==> src/rtl/dpll_pkg.sv <==
package dpll_pkg;
  typedef enum logic [1:0] {
    PD_NONE  = 2'd0,
    PD_EARLY = 2'd1,
    PD_LATE  = 2'd2
  } pd_e;
endpackage

==> src/rtl/bb_phase_det.sv <==
module bb_phase_det #(
  parameter int CNT_W = 8
) (
  input  logic clk,
  input  logic rst,
  input  logic ref_evt,
  input  logic fb_evt,
  output logic pd_valid,
  output logic pd_early,
  output logic pd_late
);
  import dpll_pkg::*;

  logic [CNT_W-1:0] cnt;
  logic [CNT_W-1:0] fb_pos;
  logic             seen;
  logic             armed;
  pd_e              dec;

  // the decision for the period that the current reference pulse closes
  always_comb begin
    dec = PD_NONE;
    if (ref_evt && armed && seen && !fb_evt) begin
      if ({fb_pos, 1'b0} < ({1'b0, cnt} + 1'b1)) dec = PD_LATE;
      else                                       dec = PD_EARLY;
    end
  end

  always_ff @(posedge clk) begin
    if (rst) begin
      cnt      <= '0;
      fb_pos   <= '0;
      seen     <= 1'b0;
      armed    <= 1'b0;
      pd_valid <= 1'b0;
      pd_early <= 1'b0;
      pd_late  <= 1'b0;
    end else begin
      pd_valid <= ref_evt;
      pd_early <= (dec == PD_EARLY);
      pd_late  <= (dec == PD_LATE);
      if (ref_evt) begin
        cnt   <= '0;
        seen  <= 1'b0;
        armed <= 1'b1;
      end else begin
        if (cnt != '1) cnt <= cnt + 1'b1;
        if (fb_evt && !seen) begin
          seen   <= 1'b1;
          fb_pos <= cnt + 1'b1;
        end
      end
    end
  end


  pd_after_ref_chk: assert property (@(posedge clk) disable iff (rst)
    (pd_early || pd_late) |-> ($past(ref_evt) && !$past(fb_evt)));

  pd_single_chk: assert property (@(posedge clk) disable iff (rst)
    $onehot0({pd_early, pd_late}));
endmodule

==> src/rtl/pi_loop_filter.sv <==
module pi_loop_filter #(
  parameter int FRAC_W = 12,
  parameter int SH_W   = 5,
  localparam int IW    = FRAC_W + 3
) (
  input  logic                 clk,
  input  logic                 rst,
  input  logic                 pd_early,
  input  logic                 pd_late,
  input  logic [SH_W-1:0]      kp_shift,
  input  logic [SH_W-1:0]      ki_shift,
  input  logic [FRAC_W:0]      freq_lim,
  output logic signed [IW-1:0] integ,
  output logic signed [IW-1:0] kick
);
  localparam logic [IW-1:0] ONE_V = {{(IW-1){1'b0}}, 1'b1} << FRAC_W;

  logic [IW-1:0]        kp_mag, ki_mag;
  logic signed [IW-1:0] lim_p, lim_n, delta, sum, nxt;

  assign kp_mag = ONE_V >> kp_shift;
  assign ki_mag = ONE_V >> ki_shift;
  assign lim_p  = signed'({2'b00, freq_lim});
  assign lim_n  = -lim_p;

  always_comb begin
    delta = '0;
    if (pd_late)       delta = signed'(ki_mag);
    else if (pd_early) delta = -signed'(ki_mag);
    sum = integ + delta;
    if (sum > lim_p)      nxt = lim_p;
    else if (sum < lim_n) nxt = lim_n;
    else                  nxt = sum;
  end

  always_ff @(posedge clk) begin
    if (rst) begin
      integ <= '0;
      kick  <= '0;
    end else begin
      integ <= nxt;
      if (pd_late)       kick <= signed'(kp_mag);
      else if (pd_early) kick <= -signed'(kp_mag);
      else               kick <= '0;
    end
  end


  integ_bound_chk: assert property (@(posedge clk) disable iff (rst)
    (integ <= signed'({2'b00, $past(freq_lim)})) &&
    (integ >= -signed'({2'b00, $past(freq_lim)})));
endmodule

==> src/rtl/step_nco.sv <==
module step_nco #(
  parameter int FRAC_W = 12,
  parameter int PH_W   = 5,
  localparam int IW    = FRAC_W + 3,
  localparam int AW    = FRAC_W + 5
) (
  input  logic                 clk,
  input  logic                 rst,
  input  logic signed [IW-1:0] integ,
  input  logic signed [IW-1:0] kick,
  output logic                 step_inc,
  output logic                 step_dec,
  output logic [PH_W-1:0]      phase_code
);
  localparam logic signed [AW-1:0] ONE_A = AW'(1) <<< FRAC_W;
  localparam logic signed [AW-1:0] CAP_A = AW'(4) <<< FRAC_W;

  logic signed [AW-1:0] acc, sum, nxt;
  logic                 inc_n, dec_n;

  always_comb begin
    sum   = acc + {{(AW-IW){integ[IW-1]}}, integ} + {{(AW-IW){kick[IW-1]}}, kick};
    inc_n = 1'b0;
    dec_n = 1'b0;
    nxt   = sum;
    if (sum >= ONE_A) begin
      inc_n = 1'b1;
      nxt   = sum - ONE_A;
    end else if (sum <= -ONE_A) begin
      dec_n = 1'b1;
      nxt   = sum + ONE_A;
    end
    if (nxt > CAP_A)       nxt = CAP_A;
    else if (nxt < -CAP_A) nxt = -CAP_A;
  end

  always_ff @(posedge clk) begin
    if (rst) begin
      acc        <= '0;
      step_inc   <= 1'b0;
      step_dec   <= 1'b0;
      phase_code <= '0;
    end else begin
      acc      <= nxt;
      step_inc <= inc_n;
      step_dec <= dec_n;
      if (step_inc)      phase_code <= phase_code + 1'b1;
      else if (step_dec) phase_code <= phase_code - 1'b1;
    end
  end


  one_step_chk: assert property (@(posedge clk) disable iff (rst)
    !(step_inc && step_dec));

  code_up_chk: assert property (@(posedge clk) disable iff (rst)
    step_inc |=> (phase_code == PH_W'($past(phase_code) + 1'b1)));

  code_down_chk: assert property (@(posedge clk) disable iff (rst)
    step_dec |=> (phase_code == PH_W'($past(phase_code) - 1'b1)));

  code_hold_chk: assert property (@(posedge clk) disable iff (rst)
    (!step_inc && !step_dec) |=> $stable(phase_code));
endmodule

==> src/rtl/lock_det.sv <==
module lock_det #(
  parameter int WIN_N    = 8,
  parameter int LOCK_TOL = 2,
  localparam int CW      = $clog2(WIN_N + 1)
) (
  input  logic clk,
  input  logic rst,
  input  logic pd_valid,
  input  logic pd_early,
  input  logic pd_late,
  output logic locked
);
  logic [CW-1:0] n_cnt, e_cnt, l_cnt, e_tot, l_tot, diff;
  logic          win_end;

  assign e_tot   = e_cnt + CW'(pd_early);
  assign l_tot   = l_cnt + CW'(pd_late);
  assign diff    = (e_tot > l_tot) ? (e_tot - l_tot) : (l_tot - e_tot);
  assign win_end = pd_valid && (n_cnt == CW'(WIN_N - 1));

  always_ff @(posedge clk) begin
    if (rst) begin
      n_cnt  <= '0;
      e_cnt  <= '0;
      l_cnt  <= '0;
      locked <= 1'b0;
    end else if (pd_valid) begin
      if (win_end) begin
        n_cnt  <= '0;
        e_cnt  <= '0;
        l_cnt  <= '0;
        locked <= (diff <= CW'(LOCK_TOL));
      end else begin
        n_cnt <= n_cnt + 1'b1;
        e_cnt <= e_tot;
        l_cnt <= l_tot;
      end
    end
  end


  lock_window_chk: assert property (@(posedge clk) disable iff (rst)
    !$stable(locked) |-> $past(win_end));
endmodule

==> src/rtl/dpll_stepper.sv <==
module dpll_stepper #(
  parameter int FRAC_W   = 12,
  parameter int SH_W     = 5,
  parameter int CNT_W    = 8,
  parameter int PH_W     = 5,
  parameter int WIN_N    = 8,
  parameter int LOCK_TOL = 2
) (
  input  logic              clk,
  input  logic              rst,
  input  logic              ref_evt,
  input  logic              fb_evt,
  input  logic [SH_W-1:0]   kp_shift,
  input  logic [SH_W-1:0]   ki_shift,
  input  logic [FRAC_W:0]   freq_lim,
  output logic              pd_early,
  output logic              pd_late,
  output logic              step_inc,
  output logic              step_dec,
  output logic [PH_W-1:0]   phase_code,
  output logic              locked
);
  localparam int IW = FRAC_W + 3;

  logic                 pd_valid;
  logic signed [IW-1:0] integ, kick;

  bb_phase_det #(.CNT_W(CNT_W)) u_pd (
    .clk(clk), .rst(rst), .ref_evt(ref_evt), .fb_evt(fb_evt),
    .pd_valid(pd_valid), .pd_early(pd_early), .pd_late(pd_late)
  );

  pi_loop_filter #(.FRAC_W(FRAC_W), .SH_W(SH_W)) u_lf (
    .clk(clk), .rst(rst), .pd_early(pd_early), .pd_late(pd_late),
    .kp_shift(kp_shift), .ki_shift(ki_shift), .freq_lim(freq_lim),
    .integ(integ), .kick(kick)
  );

  step_nco #(.FRAC_W(FRAC_W), .PH_W(PH_W)) u_nco (
    .clk(clk), .rst(rst), .integ(integ), .kick(kick),
    .step_inc(step_inc), .step_dec(step_dec), .phase_code(phase_code)
  );

  lock_det #(.WIN_N(WIN_N), .LOCK_TOL(LOCK_TOL)) u_lock (
    .clk(clk), .rst(rst), .pd_valid(pd_valid),
    .pd_early(pd_early), .pd_late(pd_late), .locked(locked)
  );
endmodule

==> config.mk <==
export PLATFORM = sky130hd
export DESIGN_NAME = dpll_stepper
export DESIGN_NICKNAME = d
export VERILOG_FILES = /design/src/rtl/dpll_pkg.sv /design/src/rtl/bb_phase_det.sv /design/src/rtl/pi_loop_filter.sv /design/src/rtl/step_nco.sv /design/src/rtl/lock_det.sv /design/src/rtl/dpll_stepper.sv
export SDC_FILE = /design/constraint.sdc
export NUM_CORES = 1
export LEC_CHECK = 0
export ABC_AREA = 1
export BUFFER_PORTS_ARGS = -buffer_cell sky130_fd_sc_hd__buf_4
export CAP_MARGIN = 10
export CELL_PAD_IN_SITES_DETAIL_PLACEMENT = 1
export CELL_PAD_IN_SITES_GLOBAL_PLACEMENT = 1
export CORE_MARGIN = 1.5
export CORE_UTILIZATION = 47
export CTS_BUF_LIST = sky130_fd_sc_hd__clkbuf_8
export CTS_CLUSTER_SIZE = 8
export DETAILED_ROUTE_END_ITERATION = 10
export PLACE_DENSITY_LB_ADDON = 0.05
export RECOVER_POWER = 50
export REMOVE_ABC_BUFFERS = 1
export SLEW_MARGIN = 0
export SYNTH_ARGS = -nofsm -noshare
export SYNTH_HDL_FRONTEND = slang
export SYNTH_SLANG_ARGS = --single-unit
export TNS_END_PERCENT = 50
==> constraint.sdc <==
create_clock -name clk -period 4.9 [get_ports clk]
set_input_delay 0.245 -clock clk [delete_from_list [all_inputs] [get_ports clk]]
set_output_delay 0.245 -clock clk [all_outputs]
set_load 0.02 [all_outputs]
==> metrics.md, run 1 <==
| Metric | Value |
|---|---|
| Reg-to-Reg Start | `u_lf.integ[1]` |
| Largest net degree at the start of global routing | `27` |
| Pwr Total | `3.155 mW` |
| Slowest-stage cell, CP | `ha_2` |
| Die ar. | `0.01741 mm²` |
| Failing checks | `capacitance limit` |
| Worst hold stages | `3` |
| Final period utilization | `0.9257` |
| Crit path DAT | `4.82 ns` |
| CTS tree | `built` |
| First-pass DRT Iterations | `4` |
| R2r setup slk | `0.41 ns` |
| Final setup skew | `0.01648 ns` |
| DRC viols | `0` |
| Non-Filler Cell Area, Final | `0.008738 mm²` |
| Num CTS Buffers | `9` |
| Type of the worst setup path | `input port to register` |
| Max H-tree Level | `3` |
| Cells after synthesis | `1152` |
| Asr flop ratio synth | `0` |
| Max IR drop VDD | `0.2249 mV` |
| Crit-path most repeated cell | `nand2_1` |
| Die Span X | `132.0 µm` |
| Type of origin of the critical path | `input port` |
| Clock slew at reported path FFs | `0.10 ns` |
| Vias/cell | `5.292` |
| Die height | `132.0 µm` |
| Placed cell count | `1408` |
| Final ANT Viol Nets | `0` |
| Clk buf depth | `2` |
| Remaining Overflow, GRT | `0` |
| Crit path max fanout | `7` |
| Max Fclk | `220.5 MHz` |
| Final Hold Slack | `0.09723 ns` |
| Reg2Reg Depth | `24` |
| Global-route wire length before repair | `37520 µm` |
| Worst skew pair latency | `0.38 ns` |
| Non-filler cells, final | `1430` |
| CP peak stage delay | `0.34 ns` |
| Reg-to-Reg End | `u_nco.acc[0]` |
| Initial core utilization | `0.4868` |
| Final nets | `1344` |
| DP HPWL | `18200 µm` |
| Layout cell share with drive strength beyond 1 | `0.1203` |
| Predominant post-synthesis flop cell | `dfxtp_1` |
| Yosys cell types | `48` |
| Fillers | `2183` |
| Worst setup EP type | `register` |
| Initial antenna violation count | `0` |
| Dpl cell area | `0.008437 mm²` |
| Slew HR | `0.004547` |
| Synth-to-layout area growth | `11.80%` |
| Port-buffer cells | `36` |
| Util after Layout | `0.5442` |
| Post-synth EDFFs | `0` |
| Syn Area/Cell | `6.785 µm²` |
| Post-DR wirelength/cell | `15.63 µm` |
| Synth Register Bits | `88` |
| Core footprint | `0.01606 mm²` |
| Slew @ Worst Pin | `1.493 ns` |
| Post-Route Setup TNS | `0 ns` |
| Yosys warning count | `0` |
| Via count | `7568` |
| Antenna Cells | `0` |
| Clk sink count | `88` |
| Max-slew violations | `0` |
| IO Pins | `37` |
| Max cap viols | `1` |
| Post-Syn Area | `0.007816 mm²` |
| Final WL | `22350 µm` |
| RePlAce Congestion | `0.8830` |
| WHS Endpoint | `u_pd.seen` |
| Req. time, crit path | `5.18 ns` |
| GRT Overall Usage | `0.2625` |
| Outcome | `finished with violations` |
| HP Class | `input port to register` |
| Number of global-route vias before repair | `7787` |
| Pwr dens | `361.1 mW/mm²` |
| CTS Root Cell | `clkbuf_8` |
| Fin crit period | `4.536 ns` |
| Dpl ws | `-0.09399 ns` |
| Min-delay src | `fb_evt` |
| Setup WS post-layout | `0.3643 ns` |
| Initial DRC Count | `285` |
| Hold Vio Cnt, Final | `0` |
| P_leak | `4.446 nW` |
| Number of core rows | `46` |
| Seq/Total Area, Yosys | `0.2254` |
| # setup viols final | `0` |
routing by layer:
layer	GRT usage	vias up	wire, µm
li1	-	3838	-
met5	0	-	0
met1	0.3402	3622	10540
met3	0.02922	24	556
met2	0.4654	84	10940
met4	0.06358	0	315
Yosys cell counts (all sizes together), types with 6 or more instances:
library cell / instances / area, µm²
nand2: 275 / 1087
inv: 171 / 641.9
nor2: 140 / 608.1
a21oi: 95 / 498.0
dfxtp: 88 / 1762
ha: 87 / 1089
nand3: 75 / 422.9
o21ai: 58 / 290.3
xor2: 25 / 219.0
nor3: 22 / 120.1
fa: 21 / 420.4
nand4: 17 / 106.4
xnor2: 15 / 138.9
clkbuf: 12 / 45.04
a211oi: 6 / 45.04
placed cells by master, fill, tap and decap left out, types with 4 or more instances in the layout:
master      instances
a211oi_1            6
inv_1             166
ha_1               83
a21oi_1            86
o21bai_1            5
nand3_1            66
nand2_2            18
nor3_2              4
xor2_1             25
clkbuf_1           12
clkbuf_8           10
o21ai_0            47
nand2_1           254
clkinvlp_4          4
xnor2_1            14
and3_1              4
nor2_2             12
o21ai_1            11
nor2_4              9
fa_1               21
nand4_1            17
nand3_2             8
inv_2               5
dfxtp_1            87
a21oi_2             9
buf_4              48
nor2_1            119
nor3_1             18
cell type report:
type                            instances  area [µm²]  area share
Sequential cell                        88        1763      0.2017
Multi-Input combinational cell        874        5411      0.6193
Timing Repair Buffer                   61       425.4     0.04868
Clock buffer                           10       137.6     0.01575
Tap cell                              216       270.3     0.03093
Inverter                              174       656.9     0.07517
Timing Repair inverter                  1       7.507   0.0008591
Clock inverter                          6       66.31    0.007589
registers in the layout, summed over array words and instances (netlist names):
name and count:
u_nco.acc 17, u_lf.integ 15, u_lf.kick 15, u_pd.cnt 8, u_pd.fb_pos 8, u_nco.phase_code 5
u_lock.e_cnt 4, u_lock.l_cnt 4, u_lock.n_cnt 4, u_lock.locked 1, u_nco.step_dec 1, u_nco.step_inc 1
u_pd.armed 1, u_pd.pd_early 1, u_pd.pd_late 1, u_pd.pd_valid 1, u_pd.seen 1
logic make-up (layout without fill, tap and decap cells):
kind of cell | count (synthesis) | after routing | synth area share
simple gates | 544 | 544 | 0.3125
buf+inv | 190 | 252 | 0.09412
compound gates | 182 | 182 | 0.1292
fa+ha+maj | 108 | 108 | 0.1931
flops | 88 | 88 | 0.2254
xor+xnor | 40 | 40 | 0.04578
worst max-delay path by stage:
| stage | from | end | slack, ns | depth (start not counted) |
|---|---|---|---|---|
| final | ki_shift[4] | u_lf.integ[8] | 0.36 | 34 |
| after global placement | ki_shift[3] | u_lf.integ[8] | 0.12 | 33 |
| after CTS | ki_shift[1] | u_lf.integ[8] | 0.23 | 34 |
| after detailed placement | ki_shift[1] | u_lf.integ[8] | -0.09 | 34 |
| after global routing | ki_shift[1] | u_lf.integ[5] | -0.13 | 35 |
| after floorplan | u_pd.pd_late | u_lf.integ[11] | 0.34 | 25 |
power by group:
part	leakage, nW	total (mW)	switching (mW)	internal (mW)
Combinational	3.63	1.71	1.11	0.605
Clock	0.101	0.541	0.289	0.252
Sequential	0.715	0.903	0.0942	0.809
Total	4.45	3.16	1.49	1.67
repair_timing:
action / CTS / global route
endpoints found under the setup margin: 0 / 15
buffers inserted: 0 / 5
hold buffers: 0 / 0
resized for setup: 0 / 31
worst max-delay path, delay by kind of cell:
kind | cells | cell delay [ns]
compound gates | 8 | 1.27
buf+inv | 9 | 0.96
fa+ha+maj | 3 | 0.82
simple gates | 14 | 1.52
Power figures use the tool's default switching activity.
==> run 2: changes to the inputs <==
--- a/config.mk
+++ b/config.mk
@@ -8,7 +8,7 @@
 export ABC_AREA = 1
 export BUFFER_PORTS_ARGS = -buffer_cell sky130_fd_sc_hd__buf_4
 export CAP_MARGIN = 10
-export CELL_PAD_IN_SITES_DETAIL_PLACEMENT = 1
+export CELL_PAD_IN_SITES_DETAIL_PLACEMENT = 0
 export CELL_PAD_IN_SITES_GLOBAL_PLACEMENT = 1
 export CORE_MARGIN = 1.5
 export CORE_UTILIZATION = 47
==> metrics.md, run 2 (same netlist as run 1, synthesis figures left out) <==
| Metric | Value |
|---|---|
| Biggest register | `u_nco.acc` |
| Remaining Overflow, GRT | `0` |
| Most frequent cells in the layout | `nand2_1 (256), inv_1 (167), nor2_1 (120), a21oi_1 (88)` |
| Initial antenna violation count | `0` |
| Crit path max fanout | `13` |
| Pwr dens | `348.2 mW/mm²` |
| Clk buf depth | `2` |
| First-pass DRT Iterations | `5` |
| Slowest-stage cell, CP | `fa_1` |
| Cell chain of the critical path | `fa_1 -> ha_1 -> fa_1 -> nand2_1 -> a21oi_2 -> nand2_2 -> nand2_2 -> nand2_2 -> nand3_2 -> nand2_4 -> ha_1 -> nand3_1 -> nor2_1 -> nand3_1 -> nand2_2 -> nand2_2 -> nand2_1 -> nand2_1 -> a21oi_2 -> nand3_1 -> ha_1 -> inv_1 -> nand3_4 -> nor2_1` |
| Max Fclk | `226.7 MHz` |
| Hold buffers post-CTS | `0` |
| Initial DRC Count | `366` |
| DP HPWL | `15530 µm` |
| Clock slew at reported path FFs | `0.10 ns` |
| Util after Layout | `0.5379` |
| CTS Root Cell | `clkbuf_8` |
| Dpl cell area | `0.008437 mm²` |
| Req. time, crit path | `5.20 ns` |
| Final period utilization | `0.9003` |
| Crit-path most repeated cell | `nand2_2` |
| Die Span X | `132.0 µm` |
| Core footprint | `0.01606 mm²` |
| Global-route wire length before repair | `31540 µm` |
| Final ANT Viol Nets | `0` |
| Num CTS Buffers | `9` |
| Fin crit period | `4.411 ns` |
| Via count | `7133` |
| Worst setup EP type | `register` |
| Vias/cell | `4.999` |
| Port-buffer cells | `36` |
| Non-Filler Cell Area, Final | `0.008637 mm²` |
| HP Class | `input port to register` |
| Dpl ws | `0.03157 ns` |
| Slew HR | `0.6087` |
| Synth-to-layout area growth | `10.50%` |
| Clk sink count | `88` |
| Type of the worst setup path | `register to register` |
| Setup WS post-layout | `0.4886 ns` |
| Number of global-route vias before repair | `6627` |
| Worst skew pair latency | `0.37 ns` |
| Slew @ Worst Pin | `0.5834 ns` |
| CP peak stage delay | `0.49 ns` |
| CTS tree | `built` |
| Max IR drop VDD | `0.1714 mV` |
| Antenna Cells | `0` |
| RePlAce Congestion | `0.8830` |
| Final WL | `18910 µm` |
| Layout cell share with drive strength beyond 1 | `0.1098` |
| IO Pins | `37` |
| Initial core utilization | `0.4868` |
| Commonest non-fill, non-tap cell in the layout | `nand2_1` |
| Final nets | `1341` |
| # setup viols final | `0` |
| Max cap viols | `0` |
| Post-Route Setup TNS | `0 ns` |
| DRC viols | `0` |
| Post-DR wirelength/cell | `13.25 µm` |
| RSZ-0062 raised after global routing | `true` |
| Max H-tree Level | `3` |
| Outcome | `finished clean` |
| Number of core rows | `46` |
| P_leak | `4.430 nW` |
| Worst Path Buf+Inv | `1` |
| Crit path DAT | `4.71 ns` |
| Biggest regs | `u_nco.acc: 17 flops, u_lf.integ: 15 flops, u_lf.kick: 15 flops` |
| Largest net degree at the start of global routing | `27` |
| Type of origin of the critical path | `register` |
| Delay-heaviest family, CP | `simple AND/OR/NAND/NOR gates` |
| Hold Vio Cnt, Final | `0` |
| Max-slew violations | `0` |
| Die height | `132.0 µm` |
| GRT Overall Usage | `0.2208` |
| Max reg flops | `17` |
| Final setup skew | `0.01905 ns` |
| Die ar. | `0.01741 mm²` |
run 2: changes by cell type in the layout (fill, tap and decap cells not counted), sizes merged:
cell,delta
buf,-1
bufinv,-1
clkbuf,-2
clkinv,+1
clkinvlp,+1
inv,-1
run 2: repair_timing:
| action | in CTS | in global routing |
|---|---|---|
| buffers inserted | 0 | 2 |
| gates resized for setup | 0 | 16 |
| setup endpoints to repair | 0 | 17 |
| hold endpoints to repair | 0 | 0 |
run 2: path summary, 6_finish.rpt:
check | startpoint | end | slack [ns] | cells after the start
min | fb_evt | u_pd.seen | 0.1 | 3
max reg2reg | u_lf.integ[1] | u_nco.acc[0] | 0.49 | 24
min reg2reg | u_nco.phase_code[4] | u_nco.phase_code[4] | 0.47 | 2
max | u_lf.integ[1] | u_nco.acc[0] | 0.49 | 24
run 2: final cells by class:
type                       instances  area (µm²)
clock buffer                      10       137.6
multi-input combinational        874        5348
clock inverter                     6       43.79
tap                              216       270.3
fill                            1671        7421
inverter                         174       656.9
timing repair inverter             1       7.507
timing repair buffer              58       410.4
sequential                        88        1763
run 2: layer usage:
layer	GRT usage	routed length, µm	vias up
li1	-	-	3842
met1	0.3102	9665	3153
met2	0.3517	8244	122
met3	0.03652	660	16
met4	0.05617	335	0
met5	0	0	-
run 2: tightest hold or removal path, delay by kind of cell:
kind	cells	cell delay (ns)
simple gates	2	0.11
buf+inv	1	0.08
run 2: per-stage QoR:
step	hold WS [ns]	total power [mW]	std cells
final	0.09892	3.008	1427
after global routing	0.09714	3.286	1427
after CTS	0.07767	3.050	1424
after detailed placement	0.4562	2.560	1408
after floorplan	0.3141	2.129	1136
after global placement	0.4482	2.559	1408
run 2: report_power, final:
| part | leakage (nW) | switching [mW] | internal, mW | total (mW) |
|---|---|---|---|---|
| registers | 0.715 | 0.0904 | 0.809 | 0.900 |
| logic | 3.63 | 1.04 | 0.588 | 1.63 |
| clock network | 0.0863 | 0.276 | 0.199 | 0.475 |
| total | 4.43 | 1.41 | 1.60 | 3.01 |
==> run 3: changes to the inputs <==
--- a/config.mk
+++ b/config.mk
@@ -16,7 +16,6 @@
 export CTS_CLUSTER_SIZE = 8
 export DETAILED_ROUTE_END_ITERATION = 10
 export PLACE_DENSITY_LB_ADDON = 0.05
-export RECOVER_POWER = 50
 export REMOVE_ABC_BUFFERS = 1
 export SLEW_MARGIN = 0
 export SYNTH_ARGS = -nofsm -noshare
==> metrics.md, run 3 (same netlist as run 1, synthesis figures left out) <==
| Metric | Value |
|---|---|
| Outcome | `finished clean` |
| Biggest regs | `u_nco.acc: 17 flops, u_lf.integ: 15 flops, u_lf.kick: 15 flops` |
| Max-slew violations | `0` |
| Worst setup EP type | `register` |
| Worst skew pair latency | `0.37 ns` |
| # setup viols final | `0` |
| Max reg flops | `17` |
| Footprint of the multi-input gates | `0.005348 mm²` |
| Initial DRC Count | `386` |
| Req. time, crit path | `5.18 ns` |
| GRT Overall Usage | `0.2208` |
| Worst path depth | `33` |
| Non-filler cells, final | `1427` |
| Pwr Total | `3.028 mW` |
| Hold buffers post-CTS | `0` |
| RePlAce Congestion | `0.8830` |
| Util after Layout | `0.5402` |
| CTS tree | `built` |
| Antenna Cells | `0` |
| Slew HR | `0.5915` |
| RSZ-0062 raised after global routing | `true` |
| Slew @ Worst Pin | `0.6089 ns` |
| Commonest non-fill, non-tap cell in the layout | `nand2_1` |
| First-pass DRT Iterations | `5` |
| Remaining Overflow, GRT | `0` |
| Core footprint | `0.01606 mm²` |
| Final nets | `1341` |
| Reg-to-Reg Start | `u_lf.integ[1]` |
| Type of origin of the critical path | `input port` |
| Initial antenna violation count | `0` |
| Slowest-stage cell, CP | `ha_1` |
| Largest net degree at the start of global routing | `27` |
| Final ANT Viol Nets | `0` |
| Max H-tree Level | `3` |
| CP Launch Point | `ki_shift[3]` |
| Clk sink count | `88` |
| IO Pins | `37` |
| Via count | `7110` |
| Fillers | `1660` |
| Type of the worst setup path | `input port to register` |
| Die height | `132.0 µm` |
| Delay-heaviest family, CP | `simple AND/OR/NAND/NOR gates` |
| Num CTS Buffers | `9` |
| Post-DR wirelength/cell | `13.25 µm` |
| R2r setup slk | `0.49 ns` |
| Port-buffer cells | `36` |
| Max cap viols | `0` |
| Crit-path most repeated cell | `nand2_1` |
| Setup WS post-layout | `0.4843 ns` |
| Dpl ws | `0.03157 ns` |
| Placed cell count | `1408` |
| P_leak | `4.471 nW` |
| Number of core rows | `46` |
| Initial core utilization | `0.4868` |
| Max Fclk | `226.5 MHz` |
| Die ar. | `0.01741 mm²` |
| Max IR drop VDD | `0.1730 mV` |
| Post-Route Setup TNS | `0 ns` |
| Number of global-route vias before repair | `6627` |
| Global-route wire length before repair | `31540 µm` |
| Crit path DAT | `4.69 ns` |
| Clock slew at reported path FFs | `0.10 ns` |
| CP peak stage delay | `0.36 ns` |
| Hold Vio Cnt, Final | `0` |
| CP endpoint | `u_lf.integ[8]` |
| Final period utilization | `0.9012` |
| Biggest register | `u_nco.acc` |
| Synth-to-layout area growth | `10.98%` |
| DRC viols | `0` |
| Clk buf depth | `2` |
| Sequential cell area | `0.001763 mm²` |
| Crit path max fanout | `7` |
| Vias/cell | `4.982` |
| Final WL | `18910 µm` |
| Most frequent cells in the layout | `nand2_1 (256), inv_1 (167), nor2_1 (120), a21oi_1 (88)` |
| Final setup skew | `0.01861 ns` |
| Layout cell share with drive strength beyond 1 | `0.1181` |
| Reg2Reg Depth | `24` |
| Pwr dens | `349.1 mW/mm²` |
| Worst Path Buf+Inv | `7` |
| Fin crit period | `4.416 ns` |
| DP HPWL | `15530 µm` |
| HP Class | `input port to register` |
| CTS Root Cell | `clkbuf_8` |
| Reg-to-Reg End | `u_nco.acc[0]` |
| Die Span X | `132.0 µm` |
-- run 3: changes by cell type in the layout (fill, tap and decap cells not counted), sizes merged --
| cell | change |
|---|---|
| buf | +10 |
| clkbuf | -10 |
-- run 3: area by class of cell --
class / count / area share
multi-input cells: 874 / 0.6165
repair buffers: 58 / 0.05164
clock inverters: 6 / 0.005048
inverters: 174 / 0.07572
flip-flops and latches: 88 / 0.2032
well taps: 216 / 0.03116
repair inverters: 1 / 0.0008654
clock buffers: 10 / 0.01587
-- run 3: worst min path at each step --
stage                     startpoint             to  cells after the start
after floorplan                  rst  u_lf.integ[0]                      1
after global placement    u_pd.armed     u_pd.armed                      2
after detailed placement  u_pd.armed     u_pd.armed                      2
after CTS                     fb_evt      u_pd.seen                      3
after global routing         ref_evt     u_pd.armed                      3
final                         fb_evt      u_pd.seen                      3
-- run 3: worst min-delay path: cells and delay by family --
| family | cells | cell delay, ns |
|---|---|---|
| and+or+nand+nor | 2 | 0.11 |
| buffers and inverters | 1 | 0.08 |
-- run 3: repair_timing --
item | CTS | global route
resized for setup | 0 | 16
buffers inserted | 0 | 2
setup endpoints to repair | 0 | 17
-- run 3: power breakdown --
group / total [mW] / switching [mW] / internal (mW)
clock network: 0.477 / 0.278 / 0.199
registers: 0.900 / 0.0908 / 0.809
logic: 1.65 / 1.04 / 0.606
total: 3.03 / 1.41 / 1.61
-- run 3: through the flow --
stage	hold WS, ns	cell area, µm²
2_1_floorplan	0.3141	7734
3_3_place_gp	0.4482	8437
3_5_place_dp	0.4562	8437
4_1_cts	0.07767	8618
5_1_grt	0.09714	8675
6_report	0.09692	8675
-- run 3: per-layer routing --
metal	track usage	part of all wire
met1	0.3102	0.51
met3	0.03652	0.036
met4	0.05617	0.019
met5	0	0
met2	0.3517	0.43
